File: src/rtl/tick_pkg.sv
package tick_pkg;
  // Counter width for a modulus n, never below one bit.
  function automatic int unsigned cnt_w(input int unsigned n);
    return (n <= 1) ? 1 : $clog2(n);
  endfunction
  // Clamp a period to at least one cycle.
  function automatic int unsigned at_least_one(input int unsigned n);
    return (n < 1) ? 1 : n;
  endfunction
endpackage

File: src/rtl/tick_stage.sv
module tick_stage
  import tick_pkg::*;
#(
  parameter int unsigned PERIOD    = 10,
  parameter bit          RST_LOW   = 1'b0,
  parameter bit          RST_ASYNC = 1'b0
) (
  input  logic clk_i,
  input  logic rst_i,
  input  logic adv_i,   // count enable, one cycle ahead of the lower tick
  output logic wrap_o,  // this stage wraps at the next edge
  output logic tick_o   // registered strobe
);
  localparam int unsigned W = cnt_w(PERIOD);
  localparam logic [W-1:0] LAST = W'(PERIOD - 1);

  logic         rst_act;
  logic [W-1:0] cnt;
  logic [W-1:0] cnt_nx;

  assign rst_act = RST_LOW ? ~rst_i : rst_i;
  assign wrap_o  = adv_i && (cnt == LAST);

  always_comb begin
    cnt_nx = cnt;
    if (adv_i) cnt_nx = (cnt == LAST) ? '0 : cnt + 1'b1;
  end

  generate
    if (RST_ASYNC) begin : g_arst
      always_ff @(posedge clk_i or posedge rst_act) begin
        if (rst_act) begin
          cnt    <= '0;
          tick_o <= 1'b0;
        end else begin
          cnt    <= cnt_nx;
          tick_o <= wrap_o;
        end
      end
    end else begin : g_srst
      always_ff @(posedge clk_i) begin
        if (rst_act) begin
          cnt    <= '0;
          tick_o <= 1'b0;
        end else begin
          cnt    <= cnt_nx;
          tick_o <= wrap_o;
        end
      end
    end
  endgenerate

  // the counter never runs past its modulus
  p_cnt_bound_r1: assert property (@(posedge clk_i) disable iff (rst_act)
    cnt <= LAST);
  // a derived counter moves only when the lower level wraps
  p_hold_r6: assert property (@(posedge clk_i) disable iff (rst_act)
    !adv_i |=> $stable(cnt));
  // reset leaves this stage's strobe low
  p_rst_quiet_r7: assert property (@(posedge clk_i)
    rst_act |=> !tick_o);
endmodule

File: src/rtl/tick_gen.sv
module tick_gen
  import tick_pkg::*;
#(
  parameter int unsigned CLK_HZ    = 50_000_000,
  parameter int unsigned USER_MS   = 16,
  parameter bit          SEC_EN    = 1'b1,
  parameter int unsigned SIM_DIV   = 1,
  parameter bit          RST_LOW   = 1'b0,
  parameter bit          RST_ASYNC = 1'b0
) (
  input  logic clk_i,
  input  logic rst_i,
  output logic tick_ms,
  output logic tick_user,
  output logic tick_sec
);
  localparam int unsigned MS_CYC  = at_least_one(CLK_HZ / 1000 / at_least_one(SIM_DIV));
  localparam int unsigned USR_CNT = at_least_one(USER_MS);
  localparam int unsigned SEC_CNT = 1000;

  logic rst_act;
  logic ms_wrap;
  logic usr_wrap;

  assign rst_act = RST_LOW ? ~rst_i : rst_i;

  tick_stage #(.PERIOD(MS_CYC), .RST_LOW(RST_LOW), .RST_ASYNC(RST_ASYNC)) u_ms (
    .clk_i(clk_i), .rst_i(rst_i), .adv_i(1'b1), .wrap_o(ms_wrap), .tick_o(tick_ms));

  tick_stage #(.PERIOD(USR_CNT), .RST_LOW(RST_LOW), .RST_ASYNC(RST_ASYNC)) u_usr (
    .clk_i(clk_i), .rst_i(rst_i), .adv_i(ms_wrap), .wrap_o(usr_wrap), .tick_o(tick_user));

  generate
    if (SEC_EN) begin : g_sec
      logic sec_wrap;
      tick_stage #(.PERIOD(SEC_CNT), .RST_LOW(RST_LOW), .RST_ASYNC(RST_ASYNC)) u_sec (
        .clk_i(clk_i), .rst_i(rst_i), .adv_i(ms_wrap), .wrap_o(sec_wrap), .tick_o(tick_sec));
    end else begin : g_nosec
      assign tick_sec = 1'b0;
    end
  endgenerate

  // derived strobes only ride on a millisecond strobe
  p_user_in_ms_r6: assert property (@(posedge clk_i) disable iff (rst_act)
    tick_user |-> tick_ms);
  p_sec_in_ms_r6: assert property (@(posedge clk_i) disable iff (rst_act)
    tick_sec |-> tick_ms);

  // a millisecond strobe lasts one cycle when the period exceeds one
  generate
    if (MS_CYC > 1) begin : g_ms_single
      p_ms_single_r1: assert property (@(posedge clk_i) disable iff (rst_act)
        tick_ms |=> !tick_ms);
    end
  endgenerate
endmodule

File: config.mk
export PLATFORM = sky130hd
export DESIGN_NAME = tick_gen
export DESIGN_NICKNAME = d
export VERILOG_FILES = /design/src/rtl/tick_pkg.sv /design/src/rtl/tick_stage.sv /design/src/rtl/tick_gen.sv
export SDC_FILE = /design/constraint.sdc
export NUM_CORES = 1
export LEC_CHECK = 0
export BUFFER_PORTS_ARGS = -buffer_cell sky130_fd_sc_hd__buf_2
export CORE_MARGIN = 2
export CORE_UTILIZATION = 45
export DETAILED_ROUTE_END_ITERATION = 16
export PLACE_DENSITY = 0.69
export SLEW_MARGIN = 10
export SYNTH_ARGS = -nofsm -noshare
export SYNTH_HDL_FRONTEND = slang
export SYNTH_SLANG_ARGS = --single-unit
File: constraint.sdc
create_clock -name clk_i -period 4.7 [get_ports clk_i]
set_input_delay 0.94 -clock clk_i [delete_from_list [all_inputs] [get_ports clk_i]]
set_output_delay 0.94 -clock clk_i [all_outputs]
set_load 0.01 [all_outputs]
; Yosys cells after proc, flatten, opt, wreduce, memory -nomap -nowiden
; Index checks and enable logic that the tools add are counted.
[op_classes]
n_addsub = 3
eq_ne = 3
n_mux = 2
n_reduce_logical = 3
[ops]
columns = cell, count
row1 = adder 16 x 1 -> 16 bit (second input constant), 1
row2 = equality test 16 bit (second input constant), 1
row3 = adder 10 x 1 -> 10 bit (second input constant), 1
row4 = equality test 10 bit (second input constant), 1
row5 = 2-to-1 mux 10 bit, 1
row6 = adder 4 x 1 -> 4 bit (second input constant), 1
row7 = equality test 4 bit (second input constant), 1
row8 = 2-to-1 mux 4 bit, 1
row9 = logical AND 1 bit, 2
row10 = OR reduction 2 bit, 1
[word_totals]
regBits = 33
out_inout_bits = 3
elab_cells = 17
inputBits = 2

; Longest topological paths before layout
[logic_depth]
ltp_word = 2
depth_mapped = 7

; Cells and area by module
; A second synthesis with hierarchy kept.
[unflattened]
hier_cells = 162
area_unflattened_um2 = 1550.2
[modules_own_cells]
columns = mod, n_inst, cells_per_inst, seq_area_each_um2, area_per_inst_um2
row1 = tick_stage (u_ms), 1, 84, 340.3, 840.8
row2 = tick_stage (g_sec.u_sec), 1, 55, 220.2, 495.5
row3 = tick_stage (u_usr), 1, 22, 100.1, 210.2
row4 = tick_gen, 1, 1, 0.0, 3.8

; Worst setup path after synthesis
; Ideal clock, no wire load.
[synth_path]
path_type = input -> register
start = input rst_i
end = register g_sec.u_sec.cnt[4]
required_time_ps = 4577
setup_slack_ps = 3042
arrival_time_ps = 1535
stages = 3
n_path_buf = 1
setup_ps = 123
path_cell_list = clkbuf_1 nor2b_1 mux2_1
[synth_lines]
columns = item, line
row1 = from (decl), tick_gen.sv:12  ; input logic rst_i,
row2 = to (signal assigned), tick_stage.sv:46  ; cnt <= cnt_nx;
row3 = to (decl), tick_stage.sv:18  ; logic [W-1:0] cnt;

; Worst setup path in the final report
[layout_path]
start = register u_ms.cnt[0]
end = register g_sec.u_sec.cnt[3]
[layout_between]
elab_chain_cells = 1
[layout_lines]
columns = item, line
row1 = from (decl), tick_stage.sv:18
row2 = from (signal assigned), tick_stage.sv:46
row3 = equality test 16 bit, tick_stage.sv:22  ; assign wrap_o = adv_i && (cnt == LAST);
; No other way between the ends.
; A chain may end at the register's enable or synchronous reset.

==> results by group <==
Status
  • Outcome: finished, final reports clean

Yosys
  • Count leader, synth: dfxtp_1
  • Synthesized flop and latch total: 33
  • Post-synthesis sequential area ratio: 43.42%
  • Top post-synthesis cells by count: 33 x dfxtp_1, 18 x nor2_1, 13 x nand2_1
  • Top_reg_cell synth: dfxtp_1
  • Cell variety after synth: 42
  • EDFF count, synth: 0
  • Yosys top cell area share: roughly 43%
  • Synthesis Warnings: 0
  • Yosys top cell by area: dfxtp_1
  • Synth top area cells: dfxtp_1 43%, xor2_1 5.8%, nor2_1 4.4%
  • Synth async-reset ratio: 0%
  • Syn nets: ~170
  • Area of the mapped netlist: 1521 sq um
  • Post-synthesis cell count: ~170
  • Mapped Avg Cell Area: a little over 9 sq um

Detailed routing
  • Highest Signal Layer: met4
  • Post-detailed-route count of antenna-violating nets: 0
  • WL final: roughly 3 mm
  • Vias per cell: between 5 and 6
  • DRT Pass-1 Iters: 4
  • # DRC: 0
  • Iteration-0 DRC Markers: 48
  • WL/cell: between 10 and 15 um
  • Metal3 WL: 96 um
  • Total number of vias: 1,248
  • Met1 WL: around 1.4 mm
  • Met2 wire length: approximately 1.4 mm

STA
  • Final Setup Violations: 0
  • Setup Skew: 0.009258 ns
  • Fin. Hold Viols: 0
  • Max-slew violations: 0
  • Headroom to the max-slew limit: just over 60%
  • TNS Setup: 0 ns
  • Period minus WS final: ~2.2 ns
  • RSZ-0062 raised after global routing: false
  • Setup ws final: 2.528 ns
  • Slew @ Worst Pin: 0.5749 ns
  • Fin crit share: a little under half
  • F_max: 460.5 MHz

GRT
  • First-pass GRT wire length: approximately 5 mm
  • Initial antenna violation count: 0
  • Vias in the first global route: between 1,000 and 1,500
  • Largest net degree at the start of global routing: 17
  • GRT Total Usage: around 17%
  • Global route total overflow: 0

Pwr
  • Peak supply drop: between 0.1 and 0.15 mV
  • Total power: 519.8 uW
  • PwrDens: between 300 and 400 nW/um^2
  • Leakage: between 0.5 and 0.6 nW

Critical path
  • Crit-path max FO: 12
  • Worst endpoint data arrival time: 2.45 ns
  • Worst setup EP type: register
  • WS Path Type: register to register
  • CP required: roughly 5.0 ns
  • CP startpoint kind: register

Placed design
  • Dpl cell area: between 1500 and 2000 sq um
  • Pre-CTS setup slack: roughly 2.5 ns
  • PortBufs: 4
  • Hpwl dp: 2.088 mm
  • GPL Wtd Cong: roughly 0.81

Floorplan
  • IO Pins: 5
  • Num rows: 21
  • Die ar.: a little under 4000 sq um
  • Die H: between 60 and 70 um
  • Die Wd: 62.15 um
  • Core area: 3284 sq um
  • Initial core utilization: around 46%

Flow run
  • Max cap viols: 0

Clock tree
  • Cts repair resizes: 0
  • Worst-Skew Late Latency: approximately 0.34 ns
  • CTS tree: built
  • Max Buffers Root-to-Sink: 2
  • CTS buffer count: 5
  • Total setup buffers inserted after CTS: 0
  • CTS sink cnt: 33
  • Clock root cell: clkbuf_4
  • H-tree depth: 2
  • Clock transition at path regs: approximately 0.10 ns
  • Hold-fix buffers at CTS: 0

Layout
  • Final cell utilization of the core: 50.32%
  • Share of cells above drive strength 1: a little over a tenth
  • Synth-to-Final Area Change: 8.635%
  • Nets: between 150 and 200
  • Number of fillers in the final layout: about 310
  • Fin area: around 1700 sq um
  • Number of diodes: 0

Hold path
  • HP Class: register to register
report_power, final:
part	internal [mW]	switching, mW	total (mW)
Combinational	0.00381	0.00706	0.0109
Sequential	0.282	0.00205	0.284
Clock	0.127	0.0983	0.225
Total	0.412	0.107	0.520
metrics by stage:
step | std cells | hold WS [ns]
floorplan | 168 | 0.4264
global placement | 211 | 0.4404
detailed placement | 211 | 0.4692
CTS | 219 | 0.4828
global route | 219 | 0.5259
finish | 219 | 0.4853
cells in the final DEF, fill, tap and decap left out, types with 2 or more instances in the layout:
cell type / count
and2_1: 2
nand2_1: 13
a21oi_1: 9
and4_1: 5
or3_1: 3
nand4_1: 6
and3_1: 4
inv_1: 2
nor3_1: 4
xor2_1: 10
ha_1: 3
nor2_1: 18
nand3_1: 12
and4bb_1: 2
clkbuf_4: 5
dfxtp_1: 33
o21a_1: 3
a221o_1: 2
xnor2_1: 2
buf_2: 4
a31oi_1: 2
o21ai_0: 6
worst max-delay path, stage by stage (launching register included):
cell     delay (ns)
dfxtp_1        0.40
ha_1           0.21
and3_1         0.34
nand4_1        0.41
or4_1          0.61
a21oi_1        0.15
routing by layer:
layer | up-vias | GRT usage [%]
li1 | 621 | -
met1 | 605 | 19.57
met2 | 16 | 26.90
met3 | 6 | 6.341
met4 | 0 | 7.500
met5 | - | 0
cells by family after synthesis:
family          share of synthesized area [%]
buf+inv                                 2.550
mux                                     2.138
compound gates                          13.24
simple gates                            29.28
xor+xnor                                6.908
fa+ha+maj                               2.467
flops                                   43.42
layout make-up:
cell class | count | area, sq um | area share [%]
inverter | 2 | 7.507 | 0.4542
timing repair buffer | 4 | 20.02 | 1.211
clock inverter | 1 | 30.03 | 1.817
multi-input combinational | 126 | 822.0 | 49.73
clock buffer | 7 | 55.05 | 3.331
tap | 46 | 57.56 | 3.482
sequential | 33 | 660.6 | 39.97
path summary, 6_finish.rpt:
check	from	to	slack (ns)	cells after the start
min	u_usr.cnt[1]	u_usr.cnt[1]	0.49	2
max	u_ms.cnt[0]	g_sec.u_sec.cnt[3]	2.53	5
min reg2reg	u_usr.cnt[1]	u_usr.cnt[1]	0.49	2
max reg2reg	u_ms.cnt[0]	g_sec.u_sec.cnt[3]	2.53	5
flip-flops by register name (all words and copies together), names as in the netlist:
name,cells
u_ms.cnt,16
g_sec.u_sec.cnt,10
u_usr.cnt,4
g_sec.u_sec.tick_o,1
u_ms.tick_o,1
u_usr.tick_o,1
(Power assumes the default switching activity.)
